==> config.mk <==
export PLATFORM = sky130hd
export DESIGN_NAME = nest_irq_ctrl
export DESIGN_NICKNAME = d
export VERILOG_FILES = /design/src/rtl/nirq_pkg.sv /design/src/rtl/nirq_pend.sv /design/src/rtl/nirq_cfg.sv /design/src/rtl/nirq_arb.sv /design/src/rtl/nirq_out.sv /design/src/rtl/nest_irq_ctrl.sv
export SDC_FILE = /design/constraint.sdc
export NUM_CORES = 1
export LEC_CHECK = 0
export ABC_AREA = 1
export BUFFER_PORTS_ARGS = -buffer_cell sky130_fd_sc_hd__buf_2
export CAP_MARGIN = 20
export CORE_MARGIN = 4
export CORE_UTILIZATION = 46
export DETAILED_ROUTE_END_ITERATION = 6
export SKIP_CTS_REPAIR_TIMING = 1
export SLEW_MARGIN = 10
export SYNTH_ARGS = -nofsm -noshare
export SYNTH_HDL_FRONTEND = slang
export SYNTH_HIERARCHICAL = 1
export SYNTH_SLANG_ARGS = --single-unit
==> constraint.sdc <==
create_clock -name clk -period 68 [get_ports clk]
set_input_delay 10.2 -clock clk [delete_from_list [all_inputs] [get_ports clk]]
set_output_delay 10.2 -clock clk [all_outputs]
set_load 0.01 [all_outputs]
==> src/rtl/nirq_pkg.sv <==
// Shared sizes and register addresses for the nested interrupt controller.
// Assumes the source count is a multiple of the register width.
package nirq_pkg;
    localparam int NIRQ_SRC   = 32;
    localparam int NIRQ_REG_W = 16;
    localparam int NIRQ_LVL_W = 3;
    localparam int NIRQ_ADDR_W = 5;
    localparam int NIRQ_FLD_W = 4;

    localparam int A_PEND0 = 0;
    localparam int A_ISR   = 2;
    localparam int A_LVL   = 3;
    localparam int A_ID    = 4;
    localparam int A_CFG   = 8;
endpackage

==> src/rtl/nirq_pend.sv <==
// Pending-flag store. Detects rising edges of the request inputs and latches them.
// Flags are cleared by a write-one mask per bank. Set has priority over clear.
// Assumes requests are already synchronous to clk.
module nirq_pend #(
    parameter int NSRC  = 32,
    parameter int REG_W = 16,
    localparam int NBANK = NSRC / REG_W
) (
    input  logic             clk,
    input  logic             rst_n,
    input  logic [NSRC-1:0]  req_in,
    input  logic [NBANK-1:0] clr_we,
    input  logic [REG_W-1:0] clr_data,
    output logic [NSRC-1:0]  pend
);
    logic [NSRC-1:0] req_q;
    logic [NSRC-1:0] rise;
    logic [NSRC-1:0] clr_vec;

    // Remember last request level for edge detection.
    always_ff @(posedge clk) begin
        if (!rst_n) req_q <= '0;
        else        req_q <= req_in;
    end

    assign rise = req_in & ~req_q;

    genvar b;
    generate
        for (b = 0; b < NBANK; b++) begin : g_bank
            // Build the per-bank clear mask from the write strobe.
            assign clr_vec[b*REG_W +: REG_W] = clr_we[b] ? clr_data : '0;

            // Update this bank's flags: new edges win over clears.
            always_ff @(posedge clk) begin
                if (!rst_n) pend[b*REG_W +: REG_W] <= '0;
                else pend[b*REG_W +: REG_W] <= (pend[b*REG_W +: REG_W] & ~clr_vec[b*REG_W +: REG_W])
                                              | rise[b*REG_W +: REG_W];
            end
        end
    endgenerate

    // a flag not cleared stays set.
    assert_sticky_R1: assert property (@(posedge clk) disable iff (!rst_n)
        1'b1 |=> ((pend & $past(pend & ~clr_vec)) == $past(pend & ~clr_vec)));
    // an edge always leaves its flag set, even with a clear.
    assert_edge_sets_R9: assert property (@(posedge clk) disable iff (!rst_n)
        1'b1 |=> ((pend & $past(rise)) == $past(rise)));
    // a cleared flag with no new edge reads zero next cycle.
    assert_w1c_R7: assert property (@(posedge clk) disable iff (!rst_n)
        1'b1 |=> ((pend & $past(clr_vec & ~rise)) == '0));
endmodule

==> src/rtl/nirq_cfg.sv <==
// Configuration store: per-source priority fields and the in-service level mask.
// Bit 0 of the mask has no meaning and is held at zero.
// Also provides readback of the addressed priority register.
module nirq_cfg #(
    parameter int NSRC  = 32,
    parameter int REG_W = 16,
    parameter int LVL_W = 3,
    parameter int FLD_W = 4,
    localparam int NLVL   = 1 << LVL_W,
    localparam int PER    = REG_W / FLD_W,
    localparam int NCFG   = NSRC / PER,
    localparam int CFG_IW = (NCFG > 1) ? $clog2(NCFG) : 1
) (
    input  logic                  clk,
    input  logic                  rst_n,
    input  logic                  cfg_we,
    input  logic [CFG_IW-1:0]     cfg_idx,
    input  logic                  isr_we,
    input  logic [REG_W-1:0]      wdata,
    output logic [NSRC*LVL_W-1:0] src_lvl,
    output logic [NLVL-1:0]       isr,
    output logic [REG_W-1:0]      cfg_rdata
);
    logic [LVL_W-1:0] lvl_q [NSRC];

    genvar i;
    generate
        for (i = 0; i < NSRC; i++) begin : g_src
            localparam int IDX = i / PER;
            localparam int FLD = i % PER;
            // Load this source's priority when its register is written.
            always_ff @(posedge clk) begin
                if (!rst_n) lvl_q[i] <= '0;
                else if (cfg_we && (cfg_idx == CFG_IW'(IDX)))
                    lvl_q[i] <= wdata[FLD*FLD_W +: LVL_W];
            end
            assign src_lvl[i*LVL_W +: LVL_W] = lvl_q[i];
        end
    endgenerate

    // Hold the in-service level mask, with bit 0 forced to zero.
    always_ff @(posedge clk) begin
        if (!rst_n)      isr <= '0;
        else if (isr_we) isr <= {wdata[NLVL-1:1], 1'b0};
    end

    // Assemble the addressed priority register for reads.
    always_comb begin
        cfg_rdata = '0;
        for (int j = 0; j < PER; j++)
            cfg_rdata[j*FLD_W +: LVL_W] = lvl_q[int'(cfg_idx)*PER + j];
    end

    // in-service bit 0 never holds a one.
    assert_isr_bit0_R3: assert property (@(posedge clk) disable iff (!rst_n)
        isr_we |=> !isr[0]);
endmodule

==> src/rtl/nirq_arb.sv <==
// Combinational arbiter. Finds the highest nonzero priority among pending sources,
// breaks ties toward the lowest source number, and compares the result with the
// top in-service level. Holds no state.
module nirq_arb #(
    parameter int NSRC  = 32,
    parameter int LVL_W = 3,
    localparam int NLVL = 1 << LVL_W,
    localparam int ID_W = $clog2(NSRC)
) (
    input  logic                  clk,
    input  logic                  rst_n,
    input  logic [NSRC-1:0]       pend,
    input  logic [NSRC*LVL_W-1:0] src_lvl,
    input  logic [NLVL-1:0]       isr,
    output logic                  hit,
    output logic [LVL_W-1:0]      win_lvl,
    output logic [ID_W-1:0]       win_id
);
    logic [LVL_W-1:0] isr_top;

    // Scan from the top source down so equal priorities settle on the lowest number.
    always_comb begin
        logic [LVL_W-1:0] cur;
        win_lvl = '0;
        win_id  = '0;
        for (int i = NSRC - 1; i >= 0; i--) begin
            cur = pend[i] ? src_lvl[i*LVL_W +: LVL_W] : '0;
            if ((cur != '0) && (cur >= win_lvl)) begin
                win_lvl = cur;
                win_id  = ID_W'(i);
            end
        end
    end

    // Find the highest level marked in service, ignoring bit 0.
    always_comb begin
        isr_top = '0;
        for (int l = 1; l < NLVL; l++)
            if (isr[l]) isr_top = LVL_W'(l);
    end

    assign hit = (win_lvl > isr_top);

    // a winner is pending and has a nonzero priority.
    assert_winner_valid_R2: assert property (@(posedge clk) disable iff (!rst_n)
        hit |-> (pend[win_id] && (src_lvl[win_id*LVL_W +: LVL_W] != '0)));
    // no hit while the in-service mask covers the top level.
    assert_isr_blocks_R3: assert property (@(posedge clk) disable iff (!rst_n)
        isr[NLVL-1] |-> !hit);
endmodule

==> src/rtl/nirq_out.sv <==
// Output stage. Registers the interrupt line and captures the winning level and
// source only while the interrupt condition holds; otherwise holds them.
module nirq_out #(
    parameter int LVL_W = 3,
    parameter int ID_W  = 5
) (
    input  logic             clk,
    input  logic             rst_n,
    input  logic             hit,
    input  logic [LVL_W-1:0] win_lvl,
    input  logic [ID_W-1:0]  win_id,
    output logic             irq_n,
    output logic [LVL_W-1:0] lvl_q,
    output logic [ID_W-1:0]  id_q
);
    // Register the line and capture the winner on a hit.
    always_ff @(posedge clk) begin
        if (!rst_n) begin
            irq_n <= 1'b1;
            lvl_q <= '0;
            id_q  <= '0;
        end else begin
            irq_n <= !hit;
            if (hit) begin
                lvl_q <= win_lvl;
                id_q  <= win_id;
            end
        end
    end

    // an asserted line always carries a nonzero published level.
    assert_level_nonzero_R4: assert property (@(posedge clk) disable iff (!rst_n)
        !irq_n |-> (lvl_q != '0));
    // without a hit the published values hold.
    assert_hold_R5: assert property (@(posedge clk) disable iff (!rst_n)
        !hit |=> ($stable(lvl_q) && $stable(id_q)));
endmodule

==> src/rtl/nest_irq_ctrl.sv <==
// Top of the nested priority-level interrupt controller.
// Decodes the register port, wires the pending store, configuration, arbiter and
// output stage, and muxes read data. Reads are combinational on bus_addr.
module nest_irq_ctrl
    import nirq_pkg::*;
#(
    parameter int NSRC   = NIRQ_SRC,
    parameter int REG_W  = NIRQ_REG_W,
    parameter int LVL_W  = NIRQ_LVL_W,
    parameter int ADDR_W = NIRQ_ADDR_W,
    parameter int FLD_W  = NIRQ_FLD_W
) (
    input  logic              clk,
    input  logic              rst_n,
    input  logic [NSRC-1:0]   req_in,
    input  logic              bus_we,
    input  logic [ADDR_W-1:0] bus_addr,
    input  logic [REG_W-1:0]  bus_wdata,
    output logic [REG_W-1:0]  bus_rdata,
    output logic              irq_n
);
    localparam int NBANK  = NSRC / REG_W;
    localparam int NLVL   = 1 << LVL_W;
    localparam int ID_W   = $clog2(NSRC);
    localparam int PER    = REG_W / FLD_W;
    localparam int NCFG   = NSRC / PER;
    localparam int CFG_IW = (NCFG > 1) ? $clog2(NCFG) : 1;

    logic [NBANK-1:0]      clr_we;
    logic                  cfg_hit, cfg_we, isr_we;
    logic [CFG_IW-1:0]     cfg_idx;
    logic [NSRC-1:0]       pend;
    logic [NSRC*LVL_W-1:0] src_lvl;
    logic [NLVL-1:0]       isr;
    logic [REG_W-1:0]      cfg_rdata;
    logic                  hit;
    logic [LVL_W-1:0]      win_lvl, lvl_q;
    logic [ID_W-1:0]       win_id, id_q;

    // Decode write strobes for pending banks.
    always_comb begin
        for (int b = 0; b < NBANK; b++)
            clr_we[b] = bus_we && (bus_addr == ADDR_W'(A_PEND0 + b));
    end

    assign cfg_hit = (bus_addr >= ADDR_W'(A_CFG)) && (bus_addr < ADDR_W'(A_CFG + NCFG));
    assign cfg_we  = bus_we && cfg_hit;
    assign cfg_idx = CFG_IW'(bus_addr - ADDR_W'(A_CFG));
    assign isr_we  = bus_we && (bus_addr == ADDR_W'(A_ISR));

    nirq_pend #(.NSRC(NSRC), .REG_W(REG_W)) u_pend (
        .clk(clk), .rst_n(rst_n), .req_in(req_in),
        .clr_we(clr_we), .clr_data(bus_wdata), .pend(pend)
    );

    nirq_cfg #(.NSRC(NSRC), .REG_W(REG_W), .LVL_W(LVL_W), .FLD_W(FLD_W)) u_cfg (
        .clk(clk), .rst_n(rst_n), .cfg_we(cfg_we), .cfg_idx(cfg_idx),
        .isr_we(isr_we), .wdata(bus_wdata), .src_lvl(src_lvl),
        .isr(isr), .cfg_rdata(cfg_rdata)
    );

    nirq_arb #(.NSRC(NSRC), .LVL_W(LVL_W)) u_arb (
        .clk(clk), .rst_n(rst_n), .pend(pend), .src_lvl(src_lvl), .isr(isr),
        .hit(hit), .win_lvl(win_lvl), .win_id(win_id)
    );

    nirq_out #(.LVL_W(LVL_W), .ID_W(ID_W)) u_out (
        .clk(clk), .rst_n(rst_n), .hit(hit), .win_lvl(win_lvl), .win_id(win_id),
        .irq_n(irq_n), .lvl_q(lvl_q), .id_q(id_q)
    );

    // Select read data for the addressed register.
    always_comb begin
        bus_rdata = '0;
        for (int b = 0; b < NBANK; b++)
            if (bus_addr == ADDR_W'(A_PEND0 + b)) bus_rdata = pend[b*REG_W +: REG_W];
        if (bus_addr == ADDR_W'(A_ISR)) bus_rdata[NLVL-1:0]  = isr;
        if (bus_addr == ADDR_W'(A_LVL)) bus_rdata[LVL_W-1:0] = lvl_q;
        if (bus_addr == ADDR_W'(A_ID))  bus_rdata[ID_W-1:0]  = id_q;
        if (cfg_hit) bus_rdata = cfg_rdata;
    end

    // once the top priority is in service the line is released next cycle.
    assert_release_R6: assert property (@(posedge clk) disable iff (!rst_n)
        (isr_we && bus_wdata[NLVL-1]) |=> ##1 irq_n);
endmodule

==> summary.txt, run 1 <==
row cnt: 60
P_leak: 0.00725 uW
HP Class: reg -> reg
type of element capturing the critical path: flop
Clk pin slew, worst setup/hold paths: 0.08 ns
setup TNS: 0 ns
max_cap viols: 0
first-pass GRT wire length: 58200 um
Layout area overhead: 8.65%
Final Critical Period: 31.52 ns
Total Wirelength: 37200 um
critical path depth in cells: 243
remaining global-route overflow: 0
status: complete, but fails checks
worst-case clock skew: 0.0125 ns
GRT Resource Usage Total: 24.6%
final setup fails: 0
Tightest Pin Transition: 0.987 ns
Cell variety after synth: 38
initial antenna violation count: 0
DIE WIDTH: 173 um
Seq cells post-synth: 176
worst path required time: 68.34 ns
maximum clock insertion buffer count: 2
routed vias/inst: 5.09
pwr dens: 23.6 nW/um2
Net count, final: 2011
largest net degree at the start of global routing: 119
Arr. time, crit path: 31.86 ns
DRC: 7
layout cells sized above 1: 14.0%
fin util: 50.6%
Post-Place Cells: 2239
Hold Fails Final Rpt: 0
Routability Congestion: 0.875
clk_lat worst skew: 0.44 ns
Netlist Area Pre-Place: 12500 um2
period utilisation layout: 46.4%
fmax: 31.7 MHz
flop-to-flop setup slack: 36.48 ns
1st-iter DRT viols: 1150
I/O pin cnt: 73
failing checks: DRC
final instance area: 13500 um2
TritonCTS clock tree: built
Crit. Startpoint: u_pend/pend[31]
# H-tree levels: 4
number of diodes: 0
Reg-to-Reg Start: u_pend/pend[31]
I/O Buffers: 72
vias in the first global route: 11000
Peak VDD IR: 0.0000182 V
critical path class: reg -> reg
synthesized instance count: 1874
crit-path max cell delay: 0.60 ns
max-slew violation count: 0
post-route antenna net violation count: 0
Clock Tree Root: clkbuf_16
placed cell areas: 12900 um2
Total Power: 320 uW
R2R cell count: 243
Avg Inst Size Synth: 6.65 um2
DIE HEIGHT: 173 um
drt pass-1 iters: 7
wire per inst: 16.4 um
WP buf/inv: 35
crit start category: flop
RSZ-0062 raised after global routing: no
slowest CP cell: a32oi_1
hpwl dp: 28800 um
TritonCTS Buffers: 17
register area share after synthesis: 36.0%
via count of the routed design: 11600
area of the die: 29800 um2
Core ar.: 26800 um2
CP dominant cell by count: nand2_2
TritonCTS Sinks: 176
Initial Utilization: 46.5%
Final Non-Filler Cells: 2271
count of yosys warnings during synthesis: 6
cell family with most CP delay: compound AO/OA/AOI/OAI gates
Reg-to-Reg End: u_out/id_q[1]
max_slew headroom: 33.9%
CP endpoint: u_out/id_q[1]
Crit Path Max Fanout: 10
==> power by group <==
group | total [uW] | internal, uW | leakage, uW | switching, uW
Clock | 99.8 | 52.5 | 0.000293 | 47.3
Combinational | 91.0 | 30.5 | 0.00538 | 60.5
Sequential | 129 | 120 | 0.00158 | 9.48
==> cells by family after synthesis <==
logic type	synth area share (%)
buf+inv	10.9
other cells	0.0301
fa+ha+maj	3.71
compound gates	7.34
flops	36.0
simple gates	42.0
==> flip-flops by register name, indices dropped and copies added, names as in the netlist <==
name	cells
u_out/irq_n	1
u_cfg/isr	7
u_out/lvl_q	3
u_cfg/lvl_q	96
u_out/id_q	5
u_pend/req_q	32
u_pend/pend	32
==> cells in the final DEF, fill, tap and decap left out, drive strengths merged <==
| master | instances |
|---|---|
| and2 | 2 |
| a32oi | 1 |
| clkinv | 8 |
| o22ai | 14 |
| nand3b | 1 |
| a21oi | 50 |
| nor3 | 5 |
| nand4 | 22 |
| conb | 5 |
| a221oi | 1 |
| nor2 | 179 |
| dfxtp | 80 |
| o21bai | 1 |
| inv | 266 |
| o21ai | 98 |
| bufinv | 1 |
| ha | 37 |
| a31oi | 4 |
| buf | 78 |
| o211ai | 3 |
| a22oi | 1 |
| nand3 | 147 |
| clkbuf | 17 |
| edfxtp | 96 |
| nand2 | 812 |
| or2 | 1 |
==> cells in the mapped netlist (all sizes together) <==
master	instances	share of area, %
nor2	179	5.8
nand3	147	7.6
edfxtp	96	23
nand4	22	1.2
o22ai	14	0.70
clkbuf	7	0.23
inv	256	7.7
nor3	5	0.24
or2	1	0.050
buf	50	2.8
ha	37	3.7
a22oi	1	0.060
o21ai	98	4.0
clkinv	5	0.15
a31oi	4	0.20
o211ai	3	0.18
and2	2	0.10
a21oi	50	2.0
a32oi	1	0.070
dfxtp	80	13
conb	1	0.030
nand3b	1	0.060
o21bai	1	0.060
a221oi	1	0.070
nand2	812	27
==> worst min path at each step <==
stage                       to              from  depth (start not counted)
6_report        u_pend/pend[2]   u_pend/req_q[2]                          3
5_1_grt          u_out/id_q[3]     u_out/id_q[3]                          2
4_1_cts         u_pend/pend[2]   u_pend/req_q[2]                          3
3_5_place_dp    u_pend/pend[2]   u_pend/req_q[2]                          3
3_3_place_gp   u_pend/pend[10]  u_pend/req_q[10]                          3
2_1_floorplan   u_pend/pend[0]   u_pend/req_q[0]                          3
==> cell type report <==
class	instances	area (um2)
fill	2758	13300
multi-input combinational	1384	6640
sequential	176	4480
inverter	261	980
timing repair buffer	78	428
tap	341	427
clock buffer	17	425
clock inverter	14	166
==> tightest hold or removal path, cell delays in order, from the launching register on <==
cell,delay [ns]
dfxtp_1,0.30
inv_1,0.04
nand3_1,0.05
nand2_1,0.06
==> routing by layer <==
metal  part of all wire [%]  track usage [%]
met5                      0                0
met4                    2.5             6.75
met3                    8.3             4.81
met2                     45             39.9
met1                     44             33.7
==> through the flow <==
step / hold slack [ns] / setup slack [ns]
after floorplan: 0.447 / 40.44
after global placement: 0.455 / 37.61
after detailed placement: 0.457 / 36.60
after CTS: 0.476 / 36.48
after global routing: 0.505 / 32.52
final: 0.473 / 36.48
Note: power is estimated with default switching activity, not from simulation.
==> inputs of run 2 (changes only) <==
==> constraint.sdc (replaced) <==
create_clock -name clk -period 31.4 [get_ports clk]
set_input_delay 4.71 -clock clk [delete_from_list [all_inputs] [get_ports clk]]
set_output_delay 4.71 -clock clk [all_outputs]
set_load 0.01 [all_outputs]
==> run 2 against run 1 <==
Net effect:
- the run now ends clean
- cell count is 0.48% higher
- clock skew up 0.0062 ns
- first-iteration DRC count down 19%
- hold slack hardly changed
- maximum frequency rose by 9.6%
- power rose by 120%
- register-to-register slack got worse by 34 ns
- die area did not move
- sequential share of layout area decreased by 0.81 points
- clock power rose by 110%
- highest routed layer unchanged
==> summary.txt, run 2 (synthesis gave the netlist of run 1 again) <==
worst path required time: 31.76 ns (-36.58 ns)
DIE HEIGHT: 173 um (unchanged)
Routability Congestion: 0.908 (+3.8%)
P_leak: 0.00738 uW (+1.8%)
cell family with most CP delay: simple AND/OR/NAND/NOR gates
TritonCTS Buffers: 17 (unchanged)
layout cells sized above 1: 17.2% (+3.1 points)
Largest Register: u_cfg/lvl_q
Total Wirelength: 37300 um (+0.25%)
1st-iter DRT viols: 931 (-19%)
DRC: 0 (-7)
Internal Power: 442 uW (+120%)
most frequent cells in the layout: nand2_1, inv_1, nor2_1, nand3_1, edfxtp_1
fmax: 34.8 MHz (+9.6%)
Arr. time, crit path: 29.12 ns (-2.74 ns)
period utilisation layout: 91.6% (+45 points)
Clk pin slew, worst setup/hold paths: 0.08 ns (about the same)
routed vias/inst: 5.15 (+1.2%)
Net count, final: 2021 (+0.50%)
TritonCTS clock tree: built
max-slew violation count: 0 (unchanged)
post-route antenna net violation count: 0 (unchanged)
setup TNS: 0 ns (unchanged)
final setup fails: 0 (unchanged)
hpwl dp: 28600 um (-0.91%)
top flop regs: u_cfg/lvl_q: 96 flops, u_pend/pend: 32 flops, u_pend/req_q: 32 flops
Core ar.: 26800 um2 (unchanged)
clk_lat worst skew: 0.45 ns (about the same)
fin util: 51.8% (+1.3 points)
critical path class: reg -> reg
worst-case clock skew: 0.0187 ns (+0.00624 ns)
initial antenna violation count: 0 (unchanged)
commonest non-fill, non-tap cell in the layout: nand2_1
register share of total power: 39.5% (-0.9 points)
Net Sw Power: 266 uW (+130%)
I/O pin cnt: 73 (unchanged)
remaining global-route overflow: 0 (unchanged)
wire per inst: 16.4 um (-0.23%)
switching share of power: 37.6% (+0.99 points)
combinational fraction of design power: 30.5% (+2.1 points)
Clock power frac: 30.0% (-1.2 points)
max_slew headroom: 39.2% (+5.2 points)
Layout area overhead: 11.4%
drt pass-1 iters: 5 (-2)
Tightest Pin Transition: 0.911 ns (-0.0761 ns)
I/O Buffers: 72 (unchanged)
TritonCTS Sinks: 176 (unchanged)
first-pass GRT wire length: 57500 um (-1.3%)
maximum clock insertion buffer count: 2 (unchanged)
slowest CP cell: edfxtp_1
Clock Tree Root: clkbuf_16
WP buf/inv: 35 (unchanged)
largest net degree at the start of global routing: 118 (-0.84%)
pwr dens: 51.0 nW/um2 (+120%)
max_cap viols: 0 (unchanged)
filler cell count: 2724 (-1.2%)
row cnt: 60 (unchanged)
Largest register FFs: 96 (unchanged)
# H-tree levels: 4 (unchanged)
type of element capturing the critical path: flop
status: finished clean
number of diodes: 0 (unchanged)
CP dominant cell by count: nand2_2
DIE WIDTH: 173 um (unchanged)
via count of the routed design: 11800 (+1.7%)
Peak VDD IR: 0.0000404 V (+120%)
crit start category: flop
area of the die: 29800 um2 (unchanged)
GRT Resource Usage Total: 24.3% (-0.25 points)
Initial Utilization: 46.5% (unchanged)
setup ws final: 2.64 ns (-33.84 ns)
vias in the first global route: 10900 (-0.85%)
HP Class: reg -> reg
Final Critical Period: 28.76 ns (-2.76 ns)
pre-CTS setup slack: 0.470 ns (-36.13 ns)
Hold Fails Final Rpt: 0 (unchanged)
Crit Path Max Fanout: 6 (-4)
crit-path max cell delay: 0.43 ns (-0.17 ns)
-- run 2: changes by cell type in the layout (fill, tap and decap cells not counted), sizes merged --
| cell | delta |
|---|---|
| clkinv | +5 |
| bufinv | -1 |
| buf | +10 |
| inv | -3 |
-- run 2: stage by stage --
| step | instance area [um2] | hold WS [ns] | cells | power (uW) |
|---|---|---|---|---|
| 3_3_place_gp | 12900 | 0.451 | 2238 | 476 |
| 3_5_place_dp | 12900 | 0.459 | 2239 | 480 |
| 5_1_grt | 13900 | 0.504 | 2282 | 752 |
| 4_1_cts | 13500 | 0.478 | 2271 | 692 |
| 2_1_floorplan | 12500 | 0.447 | 1878 | 426 |
| 6_report | 13900 | 0.473 | 2282 | 708 |
-- run 2: final timing paths --
kind / start / end / slack, ns / depth (start not counted)
setup reg to reg: u_cfg/lvl_q[31][0] / u_out/id_q[1] / 2.64 / 257
setup / recovery: u_cfg/lvl_q[31][0] / u_out/id_q[1] / 2.64 / 257
hold / removal: u_pend/req_q[28] / u_pend/pend[28] / 0.47 / 3
hold reg to reg: u_pend/req_q[28] / u_pend/pend[28] / 0.47 / 3
-- run 2: worst min-delay path: stages (launching register included) --
cell and delay (ns):
dfxtp_1 0.30, inv_1 0.04, nand3_1 0.05, nand2_1 0.06
-- run 2: power by group through the flow --
| stage | Combinational [uW] | Clock [uW] | Sequential, uW |
|---|---|---|---|
| 5_1_grt | 244 | 226 | 282 |
| 6_report | 216 | 212 | 280 |
| 4_1_cts | 196 | 216 | 280 |
| 3_3_place_gp | 191 | 0 | 284 |
| 3_5_place_dp | 195 | 0 | 285 |
| 2_1_floorplan | 152 | 0 | 274 |
-- run 2: cell type report --
class                           count  area, um2  share of cell area (%)
Clock inverter                     15        175                    1.26
Timing Repair Buffer               88        503                    3.62
Inverter                          261        980                    7.05
Tap cell                          341        427                    3.07
Sequential cell                   176       4490                    32.3
Multi-Input combinational cell   1384       6900                    49.6
Clock buffer                       17        425                    3.06
-- run 2: routing by layer --
layer  vias up  routed length [um]  global-route usage [%]
met5         -                   0                       0
met1      5316               16500                    33.7
met3        57                2910                    4.33
met4         0                1030                    7.62
met2       386               16900                    39.1
li1       5994                   -                       -
==> inputs of run 3 (changes only) <==
--- a/config.mk
+++ b/config.mk
@@ -11,6 +11,7 @@
 export CORE_MARGIN = 4
 export CORE_UTILIZATION = 46
 export DETAILED_ROUTE_END_ITERATION = 6
+export PLACE_DENSITY_LB_ADDON = 0.15
 export SKIP_CTS_REPAIR_TIMING = 1
 export SLEW_MARGIN = 10
 export SYNTH_ARGS = -nofsm -noshare
==> constraint.sdc (replaced) <==
create_clock -name clk -period 31.4 [get_ports clk]
set_input_delay 4.71 -clock clk [delete_from_list [all_inputs] [get_ports clk]]
set_output_delay 4.71 -clock clk [all_outputs]
set_load 0.1 [all_outputs]
==> run 3 against run 2 <==
Net effect:
- non-clock buffer count down 2
- routed wire length down 1.0%
- combinational power up 5%
- critical path type unchanged
- largest power group unchanged
==> summary.txt, run 3 (synthesis gave the netlist of run 1 again) <==
Arr. time, crit path: 29.19 ns (+0.07 ns)
GRT Resource Usage Total: 23.9% (-0.46 points)
HP Class: reg -> reg
final setup fails: 0 (unchanged)
commonest non-fill, non-tap cell in the layout: nand2_1
DIE WIDTH: 173 um (unchanged)
final instance area: 13800 um2 (-0.34%)
worst path required time: 31.73 ns (-0.03 ns)
status: finished clean
met3 Use GR: 5.40% (+1.1 points)
Tightest Pin Transition: 1.02 ns (+0.110 ns)
I/O pin cnt: 73 (unchanged)
top flop regs: u_cfg/lvl_q: 96 flops, u_pend/pend: 32 flops, u_pend/req_q: 32 flops
routed vias/inst: 5.12 (-0.64%)
Hold Fails Final Rpt: 0 (unchanged)
drt pass-1 iters: 5 (unchanged)
Total Wirelength: 36900 um (-1.0%)
Clock power frac: 29.6% (-0.4 points)
pwr dens: 51.9 nW/um2 (+1.8%)
TritonCTS Sinks: 176 (unchanged)
CP dominant cell by count: nand2_2
crit-path max cell delay: 0.39 ns (-0.04 ns)
Peak VDD IR: 0.0000452 V (+12%)
Clock Tree Root: clkbuf_16
area of the die: 29800 um2 (unchanged)
TritonCTS Buffers: 17 (unchanged)
most frequent cells in the layout: nand2_1, inv_1, nor2_1, nand3_1, edfxtp_1
placed cell areas: 12900 um2 (unchanged)
Final Critical Period: 28.87 ns (+0.105 ns)
max-slew violation count: 0 (unchanged)
gr busiest metal: met2
DRC: 0 (unchanged)
maximum clock insertion buffer count: 2 (unchanged)
I/O Buffers: 72 (unchanged)
via count of the routed design: 11700 (-0.64%)
GR met1 Demand/Resource: 32.3% (-1.4 points)
1st-iter DRT viols: 871 (-6.4%)
remaining global-route overflow: 0 (unchanged)
Layout area overhead: 11.0%
layout cells sized above 1: 16.8% (-0.34 points)
TritonCTS clock tree: built
wire per inst: 16.2 um (-1.0%)
Clk pin slew, worst setup/hold paths: 0.08 ns (about the same)
# H-tree levels: 4 (unchanged)
hpwl dp: 28400 um (-0.54%)
Internal Power: 448 uW (+1.3%)
type of element capturing the critical path: flop
critical path class: reg -> reg
Net count, final: 2019 (-0.099%)
Net Sw Power: 271 uW (+1.8%)
clk_lat worst skew: 0.43 ns (-0.02 ns)
Crit Path Max Fanout: 7 (+1)
fmax: 34.6 MHz (-0.36%)
register share of total power: 38.9% (-0.6 points)
row cnt: 60 (unchanged)
Initial Utilization: 46.5% (unchanged)
crit start category: flop
Largest Register: u_cfg/lvl_q
DIE HEIGHT: 173 um (unchanged)
initial antenna violation count: 4 (+4)
max_slew headroom: 31.7% (-7.5 points)
vias in the first global route: 10800 (-1.3%)
P_leak: 0.00736 uW (-0.23%)
max_cap viols: 0 (unchanged)
global-route met2 utilization: 38.3% (-0.84 points)
Routability Congestion: 0.932 (+2.7%)
period utilisation layout: 91.9% (+0.33 points)
post-route antenna net violation count: 0 (unchanged)
combinational fraction of design power: 31.4% (+0.9 points)
worst-case clock skew: 0.0137 ns (-0.00505 ns)
switching share of power: 37.7% (+0.11 points)
first-pass GRT wire length: 56900 um (-1.1%)
Total Power: 719 uW (+1.5%)
Largest register FFs: 96 (unchanged)
slowest CP cell: edfxtp_1
largest net degree at the start of global routing: 105 (-11%)
Core ar.: 26800 um2 (unchanged)
run 3: cell types whose count changed in the layout (fill, tap and decap cells not counted), moves of 2 or more:
cell	change
nor2_1	+2
clkinv_8	-5
nor2_2	-2
diode_2	+2
inv_8	+2
run 3: final timing paths:
check | slack [ns] | cells past startpoint | start | end
hold / removal | 0.48 | 3 | u_pend/req_q[3] | u_pend/pend[3]
hold reg to reg | 0.48 | 3 | u_pend/req_q[3] | u_pend/pend[3]
setup reg to reg | 2.53 | 258 | u_cfg/lvl_q[31][0] | u_out/id_q[3]
setup / recovery | 2.53 | 258 | u_cfg/lvl_q[31][0] | u_out/id_q[3]
run 3: worst max-delay path, delay by kind of cell (launching register included):
| kind | cells | cell delay, ns |
|---|---|---|
| compound gates | 70 | 7.11 |
| fa+ha+maj | 32 | 8.82 |
| buf+inv | 34 | 2.39 |
| flops | 1 | 0.39 |
| simple gates | 122 | 9.99 |
run 3: layer usage:
metal  vias up  wire length (um)
met5         -                27
met3        66              2790
met4         4              1110
met1      5254             16400
li1       5982                 -
met2       372             16600
run 3: power by group through the flow:
stage | logic [uW] | registers (uW) | clock network [uW]
finish | 226 | 280 | 213
global route | 253 | 282 | 226
CTS | 207 | 279 | 216
detailed placement | 206 | 285 | 0
global placement | 202 | 284 | 0
floorplan | 161 | 276 | 0
run 3: layout make-up:
class | count | area, um2
clock buffers | 18 | 429
inverters | 261 | 980
well taps | 341 | 427
flip-flops and latches | 176 | 4490
multi-input cells | 1384 | 6880
fillers | 2737 | 13000
clock inverters | 14 | 159
diodes | 2 | 5.00
repair buffers | 86 | 475
run 3: through the flow:
step | TNS [ns] | util (%) | instances | setup WS, ns | hold slack (ns)
3_3_place_gp | 0 | 48.2 | 2238 | 1.49 | 0.456
3_5_place_dp | 0 | 48.3 | 2239 | 0.435 | 0.458
6_report | 0 | 51.7 | 2282 | 2.53 | 0.476
4_1_cts | 0 | 50.4 | 2271 | 0.323 | 0.477
5_1_grt | -0.833 | 51.7 | 2282 | -0.109 | 0.499
2_1_floorplan | 0 | - | 1878 | 3.84 | 0.447
